### src/rtl/i2c_rec_pkg.sv
// Shared types and helpers for the I2C bus recovery sequencer.
// Assumes callers pass a clock frequency in Hz and delays in microseconds.
package i2c_rec_pkg;

    typedef enum logic [3:0] {
        ST_IDLE,
        ST_POLL,
        ST_POLL_WAIT,
        ST_CHECK,
        ST_CLK_LO,
        ST_CLK_HI,
        ST_START,
        ST_STOP,
        ST_DONE
    } rec_state_e;

    // Convert a delay in microseconds to clock cycles, never less than one.
    function automatic int unsigned us_cycles(input int unsigned clk_hz,
                                              input int unsigned us);
        longint unsigned c;
        c = (longint'(clk_hz) * longint'(us)) / 64'd1000000;
        if (c == 0) c = 1;
        return int'(c);
    endfunction

    // Largest of three cycle counts, used to size the shared timer.
    function automatic int unsigned max3(input int unsigned a,
                                         input int unsigned b,
                                         input int unsigned c);
        int unsigned m;
        m = (a > b) ? a : b;
        return (m > c) ? m : c;
    endfunction

endpackage

### src/rtl/i2c_line_sync.sv
// Two-flop synchronizer for a group of asynchronous pin levels.
// Assumes the pins idle high, so the flops reset to 1.
module i2c_line_sync #(
    parameter int N = 2
) (
    input  logic         clk,
    input  logic         rst_n,
    input  logic [N-1:0] din,
    output logic [N-1:0] dout
);

    generate
        for (genvar i = 0; i < N; i++) begin : g_bit
            logic meta_q, stab_q;
            // Two-stage capture of one pin level.
            always_ff @(posedge clk) begin
                if (!rst_n) begin
                    meta_q <= 1'b1;
                    stab_q <= 1'b1;
                end else begin
                    meta_q <= din[i];
                    stab_q <= meta_q;
                end
            end
            assign dout[i] = stab_q;
        end
    endgenerate

endmodule

### src/rtl/i2c_rec_timer.sv
// Shared down-counter for all phase, hold and poll delays.
// A load of D-1 makes the owning state last exactly D cycles; zero_o is
// high once the count has run out, and stays high until the next load.
module i2c_rec_timer #(
    parameter int W = 8
) (
    input  logic         clk,
    input  logic         rst_n,
    input  logic         load_i,
    input  logic [W-1:0] load_val_i,
    output logic         zero_o
);

    logic [W-1:0] cnt_q;

    // Load on request, otherwise count down to zero and hold.
    always_ff @(posedge clk) begin
        if (!rst_n)             cnt_q <= '0;
        else if (load_i)        cnt_q <= load_val_i;
        else if (cnt_q != '0)   cnt_q <= cnt_q - W'(1);
    end

    assign zero_o = (cnt_q == '0);

endmodule

### src/rtl/i2c_rec_fsm.sv
// Recovery sequencer control: polls the pending flag, clocks SCL while the
// bus is held, then issues a start/stop pair and grades the result.
// Assumes scl_s_i/sda_s_i are already synchronized and the timer is shared.
module i2c_rec_fsm
    import i2c_rec_pkg::*;
#(
    parameter int TW         = 8,
    parameter int PHASE_CYC  = 4,
    parameter int HOLD_CYC   = 8,
    parameter int POLL_CYC   = 8,
    parameter int MAX_PULSES = 10,
    parameter int MAX_POLLS  = 10
) (
    input  logic          clk,
    input  logic          rst_n,
    input  logic          start_i,
    input  logic          busy_i,
    input  logic          scl_s_i,
    input  logic          sda_s_i,
    input  logic          tmr_zero_i,
    output logic          tmr_load_o,
    output logic [TW-1:0] tmr_val_o,
    output logic          drv_we_o,
    output logic [1:0]    drv_val_o,
    output logic          active_o,
    output logic          in_poll_o,
    output logic          done_o,
    output logic          recovered_o,
    output logic          failed_o
);

    localparam int PW = $clog2(MAX_PULSES + 1);
    localparam int QW = $clog2(MAX_POLLS + 1);
    localparam logic [TW-1:0] PHASE_V = TW'(PHASE_CYC - 1);
    localparam logic [TW-1:0] HOLD_V  = TW'(HOLD_CYC - 1);
    localparam logic [TW-1:0] POLL_V  = TW'(POLL_CYC - 1);

    rec_state_e    state_q, state_d;
    logic [PW-1:0] pulse_q;
    logic [QW-1:0] poll_q;
    logic          pulse_inc, poll_inc, seq_clear, seq_finish;
    logic          bus_idle;

    assign bus_idle = scl_s_i & sda_s_i;

    // Next state, timer loads and drive updates ({sda_rel, scl_rel}).
    always_comb begin
        state_d    = state_q;
        tmr_load_o = 1'b0;
        tmr_val_o  = '0;
        drv_we_o   = 1'b0;
        drv_val_o  = 2'b11;
        pulse_inc  = 1'b0;
        poll_inc   = 1'b0;
        seq_clear  = 1'b0;
        seq_finish = 1'b0;
        case (state_q)
            ST_IDLE, ST_DONE: begin
                if (start_i) begin
                    state_d   = ST_POLL;
                    drv_we_o  = 1'b1;
                    seq_clear = 1'b1;
                end
            end
            ST_POLL: begin
                if (!busy_i) begin
                    state_d = ST_CHECK;
                end else begin
                    poll_inc   = 1'b1;
                    tmr_load_o = 1'b1;
                    tmr_val_o  = POLL_V;
                    state_d    = ST_POLL_WAIT;
                end
            end
            ST_POLL_WAIT: begin
                if (tmr_zero_i)
                    state_d = (poll_q == QW'(MAX_POLLS)) ? ST_CHECK : ST_POLL;
            end
            ST_CHECK, ST_CLK_HI: begin
                if (state_q == ST_CHECK || tmr_zero_i) begin
                    drv_we_o   = 1'b1;
                    tmr_load_o = 1'b1;
                    if (bus_idle || pulse_q == PW'(MAX_PULSES)) begin
                        state_d   = ST_START;
                        drv_val_o = 2'b01;
                        tmr_val_o = HOLD_V;
                    end else begin
                        state_d   = ST_CLK_LO;
                        drv_val_o = 2'b10;
                        tmr_val_o = PHASE_V;
                        pulse_inc = 1'b1;
                    end
                end
            end
            ST_CLK_LO: begin
                if (tmr_zero_i) begin
                    state_d    = ST_CLK_HI;
                    drv_we_o   = 1'b1;
                    tmr_load_o = 1'b1;
                    tmr_val_o  = PHASE_V;
                end
            end
            ST_START: begin
                if (tmr_zero_i) begin
                    state_d    = ST_STOP;
                    drv_we_o   = 1'b1;
                    tmr_load_o = 1'b1;
                    tmr_val_o  = HOLD_V;
                end
            end
            ST_STOP: begin
                if (tmr_zero_i) begin
                    state_d    = ST_DONE;
                    seq_finish = 1'b1;
                end
            end
            default: state_d = ST_IDLE;
        endcase
    end

    // State, counters and result flags.
    always_ff @(posedge clk) begin
        if (!rst_n) begin
            state_q     <= ST_IDLE;
            pulse_q     <= '0;
            poll_q      <= '0;
            recovered_o <= 1'b0;
            failed_o    <= 1'b0;
        end else begin
            state_q <= state_d;
            if (seq_clear) begin
                pulse_q     <= '0;
                poll_q      <= '0;
                recovered_o <= 1'b0;
                failed_o    <= 1'b0;
            end else begin
                if (pulse_inc) pulse_q <= pulse_q + PW'(1);
                if (poll_inc)  poll_q  <= poll_q + QW'(1);
                if (seq_finish) begin
                    recovered_o <= bus_idle;
                    failed_o    <= ~bus_idle;
                end
            end
        end
    end

    assign done_o    = (state_q == ST_DONE);
    assign active_o  = (state_q != ST_IDLE) && (state_q != ST_DONE);
    assign in_poll_o = (state_q == ST_POLL) || (state_q == ST_POLL_WAIT);

endmodule

### src/rtl/i2c_bus_recover.sv
// I2C bus recovery sequencer top: synchronizes the pins, owns the shared
// line-drive register (also the software direct-control view) and the timer.
// Assumes open-drain pads: an *_oe_o of 1 pulls the line low.
module i2c_bus_recover
    import i2c_rec_pkg::*;
#(
    parameter int CLK_HZ     = 100000000,
    parameter int PHASE_US   = 100,
    parameter int HOLD_US    = 1000,
    parameter int POLL_US    = 500,
    parameter int MAX_PULSES = 10,
    parameter int MAX_POLLS  = 10
) (
    input  logic       clk,
    input  logic       rst_n,
    input  logic       start_i,
    input  logic       busy_ext_i,
    input  logic       scl_i,
    input  logic       sda_i,
    output logic       scl_oe_o,
    output logic       sda_oe_o,
    output logic       done_o,
    output logic       recovered_o,
    output logic       failed_o,
    input  logic       reg_wr_i,
    input  logic [1:0] reg_wdata_i,
    output logic [3:0] reg_rdata_o
);

    localparam int PHASE_CYC = us_cycles(CLK_HZ, PHASE_US);
    localparam int HOLD_CYC  = us_cycles(CLK_HZ, HOLD_US);
    localparam int POLL_CYC  = us_cycles(CLK_HZ, POLL_US);
    localparam int TW        = $clog2(max3(PHASE_CYC, HOLD_CYC, POLL_CYC) + 1);

    logic [1:0]    lines_s;     // {sda, scl} synchronized
    logic [1:0]    drv_q;       // {sda_rel, scl_rel}
    logic          seq_we, seq_active, seq_in_poll;
    logic [1:0]    seq_val;
    logic          tmr_load, tmr_zero;
    logic [TW-1:0] tmr_val;

    i2c_line_sync #(.N(2)) sync_i (
        .clk  (clk),
        .rst_n(rst_n),
        .din  ({sda_i, scl_i}),
        .dout (lines_s)
    );

    i2c_rec_timer #(.W(TW)) tmr_i (
        .clk       (clk),
        .rst_n     (rst_n),
        .load_i    (tmr_load),
        .load_val_i(tmr_val),
        .zero_o    (tmr_zero)
    );

    i2c_rec_fsm #(
        .TW        (TW),
        .PHASE_CYC (PHASE_CYC),
        .HOLD_CYC  (HOLD_CYC),
        .POLL_CYC  (POLL_CYC),
        .MAX_PULSES(MAX_PULSES),
        .MAX_POLLS (MAX_POLLS)
    ) fsm_i (
        .clk        (clk),
        .rst_n      (rst_n),
        .start_i    (start_i),
        .busy_i     (busy_ext_i),
        .scl_s_i    (lines_s[0]),
        .sda_s_i    (lines_s[1]),
        .tmr_zero_i (tmr_zero),
        .tmr_load_o (tmr_load),
        .tmr_val_o  (tmr_val),
        .drv_we_o   (seq_we),
        .drv_val_o  (seq_val),
        .active_o   (seq_active),
        .in_poll_o  (seq_in_poll),
        .done_o     (done_o),
        .recovered_o(recovered_o),
        .failed_o   (failed_o)
    );

    // Line-drive register: sequencer has priority, software only when idle.
    always_ff @(posedge clk) begin
        if (!rst_n)                        drv_q <= 2'b11;
        else if (seq_we)                   drv_q <= seq_val;
        else if (reg_wr_i && !seq_active)  drv_q <= reg_wdata_i;
    end

    assign scl_oe_o    = ~drv_q[0];
    assign sda_oe_o    = ~drv_q[1];
    assign reg_rdata_o = {drv_q, lines_s};

endmodule

### config.mk
export PLATFORM = sky130hd
export DESIGN_NAME = i2c_bus_recover
export DESIGN_NICKNAME = d
export VERILOG_FILES = /design/src/rtl/i2c_rec_pkg.sv /design/src/rtl/i2c_line_sync.sv /design/src/rtl/i2c_rec_timer.sv /design/src/rtl/i2c_rec_fsm.sv /design/src/rtl/i2c_bus_recover.sv
export SDC_FILE = /design/constraint.sdc
export NUM_CORES = 1
export LEC_CHECK = 0
export ABC_AREA = 1
export BUFFER_PORTS_ARGS = -buffer_cell sky130_fd_sc_hd__buf_2
export CAP_MARGIN = 20
export CORE_MARGIN = 2
export CORE_UTILIZATION = 60
export DETAILED_ROUTE_END_ITERATION = 8
export PLACE_DENSITY = 0.8
export SYNTH_ARGS = -nofsm -noshare
export SYNTH_HDL_FRONTEND = slang
export SYNTH_SLANG_ARGS = --single-unit
### constraint.sdc
create_clock -name clk -period 2.4 [get_ports clk]
set_input_delay 0.12 -clock clk [delete_from_list [all_inputs] [get_ports clk]]
set_output_delay 0.12 -clock clk [all_outputs]
set_load 0.05 [all_outputs]
After elaboration in Yosys (flattened, before gate mapping) --
Index checks and enable logic that the tools add are counted.
Word-level totals: register bits 37, latch bits 0, bits in writable memories 0, memory bits (read-only) 0, output and inout bits 9, logic and storage cells 87, memories kept 0
Operators by class: add/sub/neg operators 3, $mul 0, div/mod/pow operators 0, $lt $le $gt $ge 0, equality and inequality tests 17, shifts and indexed selects 0, muxes and demuxes 35, bitwise gates (word level) 5, reductions and logical operators 16
Operators by type and width (number):
- 17-bit 2-to-1 mux | 5
- 17-bit case mux with 4 select lines | 1
- 4-bit case mux with 7 select lines | 1
- 4-bit 2-to-1 mux | 6
- 17-bit logical NOT | 1
- 17-bit nonzero test | 1
- 17-bit by 1-bit subtractor with 17-bit output (second input constant) | 1
- 4-bit by 3-bit equality test with 1-bit output (second input constant) | 4
- 16-bit 2-to-1 mux | 1
- 14-bit 2-to-1 mux | 1
- 2-bit 2-to-1 mux | 7
- 4-bit equality test (second input constant) | 3
- 1-bit 2-to-1 mux | 11
- 2-bit by 1-bit != test with 1-bit output (second input constant) | 5
- 4-bit by 1-bit adder with 4-bit output (second input constant) | 2
- 4-bit by 2-bit equality test with 1-bit output (second input constant) | 2
- 2-bit OR reduction | 4
- 1-bit case mux with 3 select lines | 2
- 6-bit AND reduction | 1
- 4-bit by 1-bit equality test with 1-bit output (second input constant) | 1
- 4-bit logical NOT | 1
- 4-bit != test (second input constant) | 1
- 1-bit NOT | 4
- 2-bit nonzero test | 2
- other kinds (6) | 8

Logic depth before layout (Yosys ltp) --
Gate-level depths: netlist (run 1).
word-level depth 6, depth in mapped cells 14, depth with buffers taken out 14

By module --
A second synthesis (run 1) with hierarchy kept.
Second synthesis, totals: cell total of the unflattened synthesis 375, area, all modules 2397.3 µm²
By module, submodules not included:
- i2c_rec_timer | times used 1, cells an instance 187, area an instance 1173.6 µm², seq. area each 340.3 µm²
- i2c_rec_fsm | times used 1, cells an instance 154, area an instance 985.9 µm², seq. area each 280.3 µm²
- i2c_line_sync | times used 1, cells an instance 14, area an instance 125.1 µm², seq. area each 80.1 µm²
- i2c_bus_recover | times used 1, cells an instance 20, area an instance 112.6 µm², seq. area each 40.0 µm²

Least setup slack after synthesis (run 1) --
No wires, ideal clock.
path type register to register, start point reg tmr_i.cnt_q[0], end point reg tmr_i.cnt_q[14], arrival time 1.434 ns, required time 2.274 ns, path slack 0.840 ns, stages on the path, launching flop included 14, clock period less this slack 1.560 ns, cell sequence dfxtp_1 inv_1 ha_1 inv_1 nor2_1 nand2_1 nor2_2 nand2_4 nand2_4 nand2_4 nand2_8 nor2_4 nor2_2 a21oi_1
On the way: word-level cells in the longest chain between the ends 5, elaborated cells on any way between the ends 12, those cells by class add/sub: 1; mux: 7; reduce/logical: 4
Ends and longest elaborated chain:
- start: declaration | RTL line i2c_rec_timer.sv:14 | logic [W-1:0] cnt_q;
- start signal: assignment | RTL line i2c_rec_timer.sv:19 | else if (load_i) cnt_q <= load_val_i;
- start signal: assignment | RTL line i2c_rec_timer.sv:20 | else if (cnt_q != '0) cnt_q <= cnt_q - W'(1);
- branches (longest 5 deep; another with 17-bit by 1-bit subtractor with 17-bit output)
Parallel ways; which one is timed is not known. The select of a mux whose other input is x is not followed. A chain may end at the register's enable or synchronous reset.

Worst setup path after layout (run 1) --
start point reg tmr_i.cnt_q[0], end point reg tmr_i.cnt_q[16]
The elaborated chain is that of the path after synthesis.

==> qor.yml, run 1 <==
maxSlewViolCount: 0
synth-main-ff-cell: "dfxtp_1"
drt-met1-wl_mm: 2.06
power.density_nw_per_um2: 1280
setup.worst_path.end: "tmr_i.cnt_q[16]$_SDFFE_PN0P_"
holdCritPathClass: "input port to register"
start_util_pct: 62.7
cts_htree_levels: 2
setup.worst_path.end_class: "register"
die_y_um: 63.3
drt_iter0_drc: 184
insertion_delay_ps: 340
groute.usage.overall_pct: 23.8
place.gp.congestion: 0.950
vias_per_cell: 5.22
core_um2: 3360
period_needed_ps: 1790
antenna_found_initial: 0
drt-total-wl_mm: 4.34
hold_violations: 0
drc: 0
nNetsFinal: 330
yosysTopAreaCellShare_pct: 35.1
dieWidth_um: 63.3
synth_edf_count: 0
slew_headroom_pct: 63.2
num_antenna_cells: 0
cap_violations: 0
avgSynthCellArea_um2: 7.20
fp-row-count: 21
p_leak_nw: 1.12
ir_worst_vdd_v: 0.000675
whs_path_depth: 2
timing.rr.start: "tmr_i.cnt_q[0]$_SDFFE_PN0P_"
synth_top_area_cell: "dfxtp_1"
ys_seq_elements: 37
synth_cells: 293
seq_area_frac_synth_pct: 35.1
antenna_left: 0
avgRoutedWirePerCell_um: 12.0
worstSetupPathType: "register to register"
crit_start: "tmr_i.cnt_q[0]$_SDFFE_PN0P_"
synth_common_cells: "68 x nand2_1, 37 x dfxtp_1, 34 x inv_1, 29 x nor2_1, 24 x a21oi_1"
tightest_slew_ps: 552
wl_met2_mm: 1.97
port_buffers: 17
wl_met3_um: 242
grt-ovfl-total: 0
cts_buffers: 5
rsz0062_at_grt: "false"
synth_area_um2: 2110
ios: 18
dieArea_um2: 4010
synth_cell_type_count: 34
crit_required_ps: 2630
cts_sinks: 37
cts_root_buffer: "clkbuf_4"
startpoint_type: "register"
finalSetupTns_ps: 0
power_w: 0.00299
top_layer: "met4"
cts_tree: "built"
status: "finished, final reports clean"
setup_viol: 0
post-synth-top-count-cell: "nand2_1"
synth_warnings: 0
syn2layout_area_growth_pct: 10.4
r2r-end: "tmr_i.cnt_q[16]$_SDFFE_PN0P_"
drive_above_1_share_pct: 18.7
drt_pre_antenna_iters: 4
grt_pass1_vias: 1781
cts.clk_slew.worst_paths_ps: 110
finalCritPeriodShare_pct: 74.7
rr_worst_depth: 13
synthArstFlopShare_pct: 0
cp.arrival_ps: 2020
synth.area.top_cells: "dfxtp_1 35%, nand2_1 12%, inv_1 6.0%"
synth_nets: 308
grt_start_max_net_pins: 17
clock_path_buffers: 2
r2r_slack_ps: 610
critPathMaxFanout: 8
num_vias: 1891
grt_pass1_wl_mm: 7.64
max_freq_ghz: 0.558
hpwl_mm: 3.32
clock_skew_ps: 11.5
==> cells in the final DEF, fill, tap and decap left out, types with 2 or more instances in the layout <==
cell type / netlist / final
dlygate4sd3_1: 0 / 2
xor2_1: 7 / 7
nor2_4: 5 / 5
nor2_1: 29 / 29
a31oi_1: 4 / 4
dfxtp_1: 37 / 37
inv_2: 2 / 2
nand2_1: 68 / 68
nand3b_1: 2 / 2
nand4_1: 3 / 3
or2_2: 4 / 4
nor2_2: 11 / 11
o21ai_2: 2 / 2
nand2_4: 3 / 3
buf_2: 0 / 17
a21oi_1: 24 / 24
o21a_1: 2 / 2
inv_1: 34 / 34
clkbuf_4: 0 / 5
nor3_1: 6 / 6
ha_1: 6 / 6
o21bai_1: 3 / 3
nand2_2: 3 / 3
nand3_1: 11 / 11
nor4_1: 3 / 3
xnor2_1: 6 / 6
o21ai_0: 6 / 6
==> registers in the layout, summed over array words and instances, names as in the netlist <==
name and flops:
drv_q 2, fsm_i.state_q 4, fsm_i.pulse_q 4, fsm_i.poll_q 4
fsm_i.recovered_o 1, sync_i.g_bit.stab_q 2, fsm_i.failed_o 1, sync_i.g_bit.meta_q 2
tmr_i.cnt_q 17
==> routing by layer <==
metal,up-vias,global-route usage [%]
met3,8,4.64
li1,978,-
met1,842,32.1
met5,-,0
met2,63,39.0
met4,0,6.79
==> kinds of logic (layout without fill, tap and decap cells) <==
family | after synthesis | after routing | synth area share (%)
and+or+nand+nor | 153 | 153 | 36.4
AOI/OAI and AO/OA | 43 | 43 | 11.7
xor gates and xnor gates | 13 | 13 | 5.40
DFF | 37 | 37 | 35.1
buffers and inverters | 41 | 64 | 7.77
adders and majority gates | 6 | 6 | 3.56
==> worst min path at each step <==
stage | start | end | slack (ps)
final | rst_n | drv_q[0]$_SDFFE_PN1P_ | 50
after global routing | rst_n | drv_q[0]$_SDFFE_PN1P_ | 50
after CTS | rst_n | drv_q[0]$_SDFFE_PN1P_ | 40
after detailed placement | sda_i | sync_i.g_bit[1].meta_q$_SDFF_PN1_ | 310
after global placement | sda_i | sync_i.g_bit[1].meta_q$_SDFF_PN1_ | 310
after floorplan | scl_i | sync_i.g_bit[0].meta_q$_SDFF_PN1_ | 230
==> cell type report <==
| type | count | area (um2) |
|---|---|---|
| clock inverter | 2 | 38.8 |
| fill | 307 | 1030 |
| clock buffer | 6 | 41.3 |
| multi-input combinational | 215 | 1200 |
| sequential | 37 | 741 |
| inverter | 37 | 141 |
| tap | 46 | 57.6 |
| timing repair buffer | 19 | 105 |
==> critical path, cell delays in order (launching register included) <==
cell and delay (ps):
dfxtp_1 330, inv_1 160, ha_1 170, inv_1 50, nor2_1 120, nand2_1 80, nor2_2 130, nand2_4 100
nand2_4 90, nand2_4 100, nand2_8 120, inv_4 60, a21oi_1 130, nor2_1 50
==> stage by stage <==
step                setup slack (ps)  instance area (um2)  cells  hold WS (ps)  utilization, %
floorplan                        840                 2110    293           227               -
global placement                 701                 2230    352           306            66.3
detailed placement               654                 2230    352           308            66.3
CTS                              634                 2330    362          38.6            69.3
global route                     437                 2330    362          52.9            69.3
finish                           607                 2330    362          54.0            69.3
==> what timing repair did <==
item,in CTS,in global routing
setup endpoints to repair,0,0
buffers inserted,0,0
resized for setup,0,0
hold buffers,2,0
hold endpoints to repair,2,0
==> power breakdown <==
| part | internal [W] | switching, W | total [W] |
|---|---|---|---|
| combinational | 0.000568 | 0.00105 | 0.00161 |
| clock | 0.000222 | 0.000213 | 0.000435 |
| sequential | 0.000770 | 0.000171 | 0.000941 |
No activity file was read; power rests on OpenSTA's default activity.
==> run 2, diff against run 1 <==
--- a/config.mk
+++ b/config.mk
@@ -9,9 +9,9 @@
 export BUFFER_PORTS_ARGS = -buffer_cell sky130_fd_sc_hd__buf_2
 export CAP_MARGIN = 20
 export CORE_MARGIN = 2
-export CORE_UTILIZATION = 60
+export CORE_UTILIZATION = 59
 export DETAILED_ROUTE_END_ITERATION = 8
-export PLACE_DENSITY = 0.8
+export PLACE_DENSITY = 0.79
 export SYNTH_ARGS = -nofsm -noshare
 export SYNTH_HDL_FRONTEND = slang
 export SYNTH_SLANG_ARGS = --single-unit
==> constraint.sdc (replaced) <==
create_clock -name clk -period 1.7 [get_ports clk]
set_input_delay 0.085 -clock clk [delete_from_list [all_inputs] [get_ports clk]]
set_output_delay 0.085 -clock clk [all_outputs]
set_load 0.05 [all_outputs]
==> qor.yml, run 2 (synthesis gave the netlist of run 1 again) <==
status: "finished, final reports clean"
multi_input_area_um2: 1270  # +5.8%
cts_tree: "built"
num_antenna_cells: 0  # unchanged
largest_reg_flops: 17  # unchanged
drt_iter0_drc: 117  # -36%
final_area_um2: 2480  # +6.7%
worstSetupPathType: "register to register"
grt_pass1_vias: 1844  # +3.5%
dieArea_um2: 4070  # +1.6%
power.density_nw_per_um2: 1850  # +44%
die_y_um: 63.8  # +0.79%
timing.rr.start: "tmr_i.cnt_q[1]$_SDFFE_PN0P_"
insertion_delay_ps: 360  # +20 ps
crit_required_ps: 1940  # -690 ps
maxSlewViolCount: 0  # unchanged
drt_pre_antenna_iters: 5  # +1
groute.usage.overall_pct: 26.0  # +2.2 points
p_int_w: 0.00236  # +51%
fp-row-count: 21  # unchanged
combPwrFrac_pct: 57.5  # +3.5 points
fillers: 256  # -17%
grt-ovfl-total: 0  # unchanged
clkPwrFrac_pct: 13.4  # -1.1 points
grt_start_max_net_pins: 17  # unchanged
tightest_slew_ps: 562  # +10.6 ps
place.gp.congestion: 0.918  # -3.5%
core_um2: 3390  # +0.78%
post-route-util_pct: 73.3  # +4.0 points
port_buffers: 17  # unchanged
final_common_cell: "nand2_1"
period_needed_ps: 1700  # -93.9 ps
finalCritPeriodShare_pct: 99.9  # +25 points
crit_start: "tmr_i.cnt_q[1]$_SDFFE_PN0P_"
r2r_slack_ps: 1  # -610 ps
hold_violations: 0  # unchanged
hpwl_mm: 3.46  # +4.3%
largest-register: "tmr_i.cnt_q"
power.switching_w: 0.00225  # +57%
setup.worst_path.end_class: "register"
critPathMaxFanout: 6  # -2
cts.clk_slew.worst_paths_ps: 110  # about the same
seq_area_um2: 743  # +0.34%
drt-total-wl_mm: 5.08  # +17%
max_freq_ghz: 0.589  # +5.5%
cts_htree_levels: 2  # unchanged
start_util_pct: 62.2  # -0.49 points
slew_headroom_pct: 62.5  # -0.71 points
antenna_found_initial: 0  # unchanged
power_w: 0.00461  # +54%
cts_buffers: 5  # unchanged
switching_share_pct: 48.8  # +1.0 points
final_cell_mix: "64 x nand2_1, 35 x dfxtp_1, 29 x inv_1, 26 x nor2_1, 21 x a21oi_1"
vias_per_cell: 5.38  # +3.1%
holdCritPathClass: "input port to register"
startpoint_type: "register"
pwr-share-seq_pct: 29.1  # -2.4 points
finalNonFillerCells: 373  # +3.0%
cap_violations: 0  # unchanged
dieWidth_um: 63.8  # +0.79%
hold_start: "rst_n"
cts_root_buffer: "clkbuf_4"
p_leak_nw: 1.15  # +3.3%
drive_above_1_share_pct: 27.2  # +8.5 points
ir_worst_vdd_v: 0.00127  # +89%
clock_path_buffers: 2  # unchanged
cts_sinks: 37  # unchanged
num_vias: 2008  # +6.2%
drc: 0  # unchanged
antenna_left: 0  # unchanged
avgRoutedWirePerCell_um: 13.6  # +14%
setup_viol: 0  # unchanged
nNetsFinal: 341  # +3.3%
dp_cells: 355  # +0.85%
syn2layout_area_growth_pct: 17.8
rsz0062_at_grt: "true"
grt_pass1_wl_mm: 8.26  # +8.1%
clock_skew_ps: 18.8  # +7.29 ps
ios: 18  # unchanged
cp.arrival_ps: 1940  # -80 ps
place_area_um2: 2250  # +1.0%
-- run 2: cell type report --
cell class	count	area share (%)
Timing Repair Buffer	30	7.55
Inverter	37	5.69
Clock inverter	2	1.56
Multi-Input combinational cell	215	51.3
Tap cell	46	2.32
Clock buffer	6	1.66
Sequential cell	37	29.9
-- run 2: power by group through the flow --
stage | sequential (W) | clock (W) | combinational (W)
finish | 0.00134 | 0.000618 | 0.00265
detailed placement | 0.00134 | 0 | 0.00232
global placement | 0.00134 | 0 | 0.00231
global route | 0.00136 | 0.000664 | 0.00292
CTS | 0.00133 | 0.000629 | 0.00243
floorplan | 0.00134 | 0 | 0.00181
-- run 2: worst paths after layout --
| check | depth (start not counted) | endpoint |
|---|---|---|
| worst max-delay path | 13 | tmr_i.cnt_q[15]$_SDFFE_PN0P_ |
| worst min-delay path | 2 | drv_q[0]$_SDFFE_PN1P_ |
| worst max register to register | 13 | tmr_i.cnt_q[15]$_SDFFE_PN0P_ |
| worst min register to register | 1 | sync_i.g_bit[1].stab_q$_SDFF_PN1_ |
-- run 2: layer usage --
layer	vias to the layer above	global-route usage, %	share of wire (%)
li1	1007	-	-
met1	919	34.7	46
met2	69	40.8	47
met3	13	5.46	5.3
met4	0	11.1	1.9
met5	-	0	0
-- run 2: timing repair --
| action | 4_1_cts | 5_1_grt |
|---|---|---|
| hold buffers | 2 | 0 |
| resized for setup | 6 | 17 |
| setup buffers | 7 | 1 |
| setup endpoints to repair | 5 | 24 |
| pin swaps | 5 | 6 |
| hold endpoints to repair | 2 | 0 |
-- run 2: worst max-delay path, stage by stage (launching register included) --
cell,delay (ps)
dfxtp_2,340
inv_2,70
ha_1,160
inv_2,50
nor2_2,90
nand2_1,70
nor2_2,130
nand2_4,80
nand2_4,100
nand2_8,80
nand2_8,110
nor2_4,60
nor2_4,170
a21oi_1,80
-- run 2: stage by stage --
stage / TNS [ps] / setup WS [ps] / hold slack (ps)
after CTS: 0 / 6.14 / 4.99
after global placement: 0 / 63.1 / 270
after global routing: -311 / -66.9 / 8.28
final: 0 / 1.04 / 13.0
after floorplan: 0 / 140 / 192
after detailed placement: 0 / 23.1 / 275
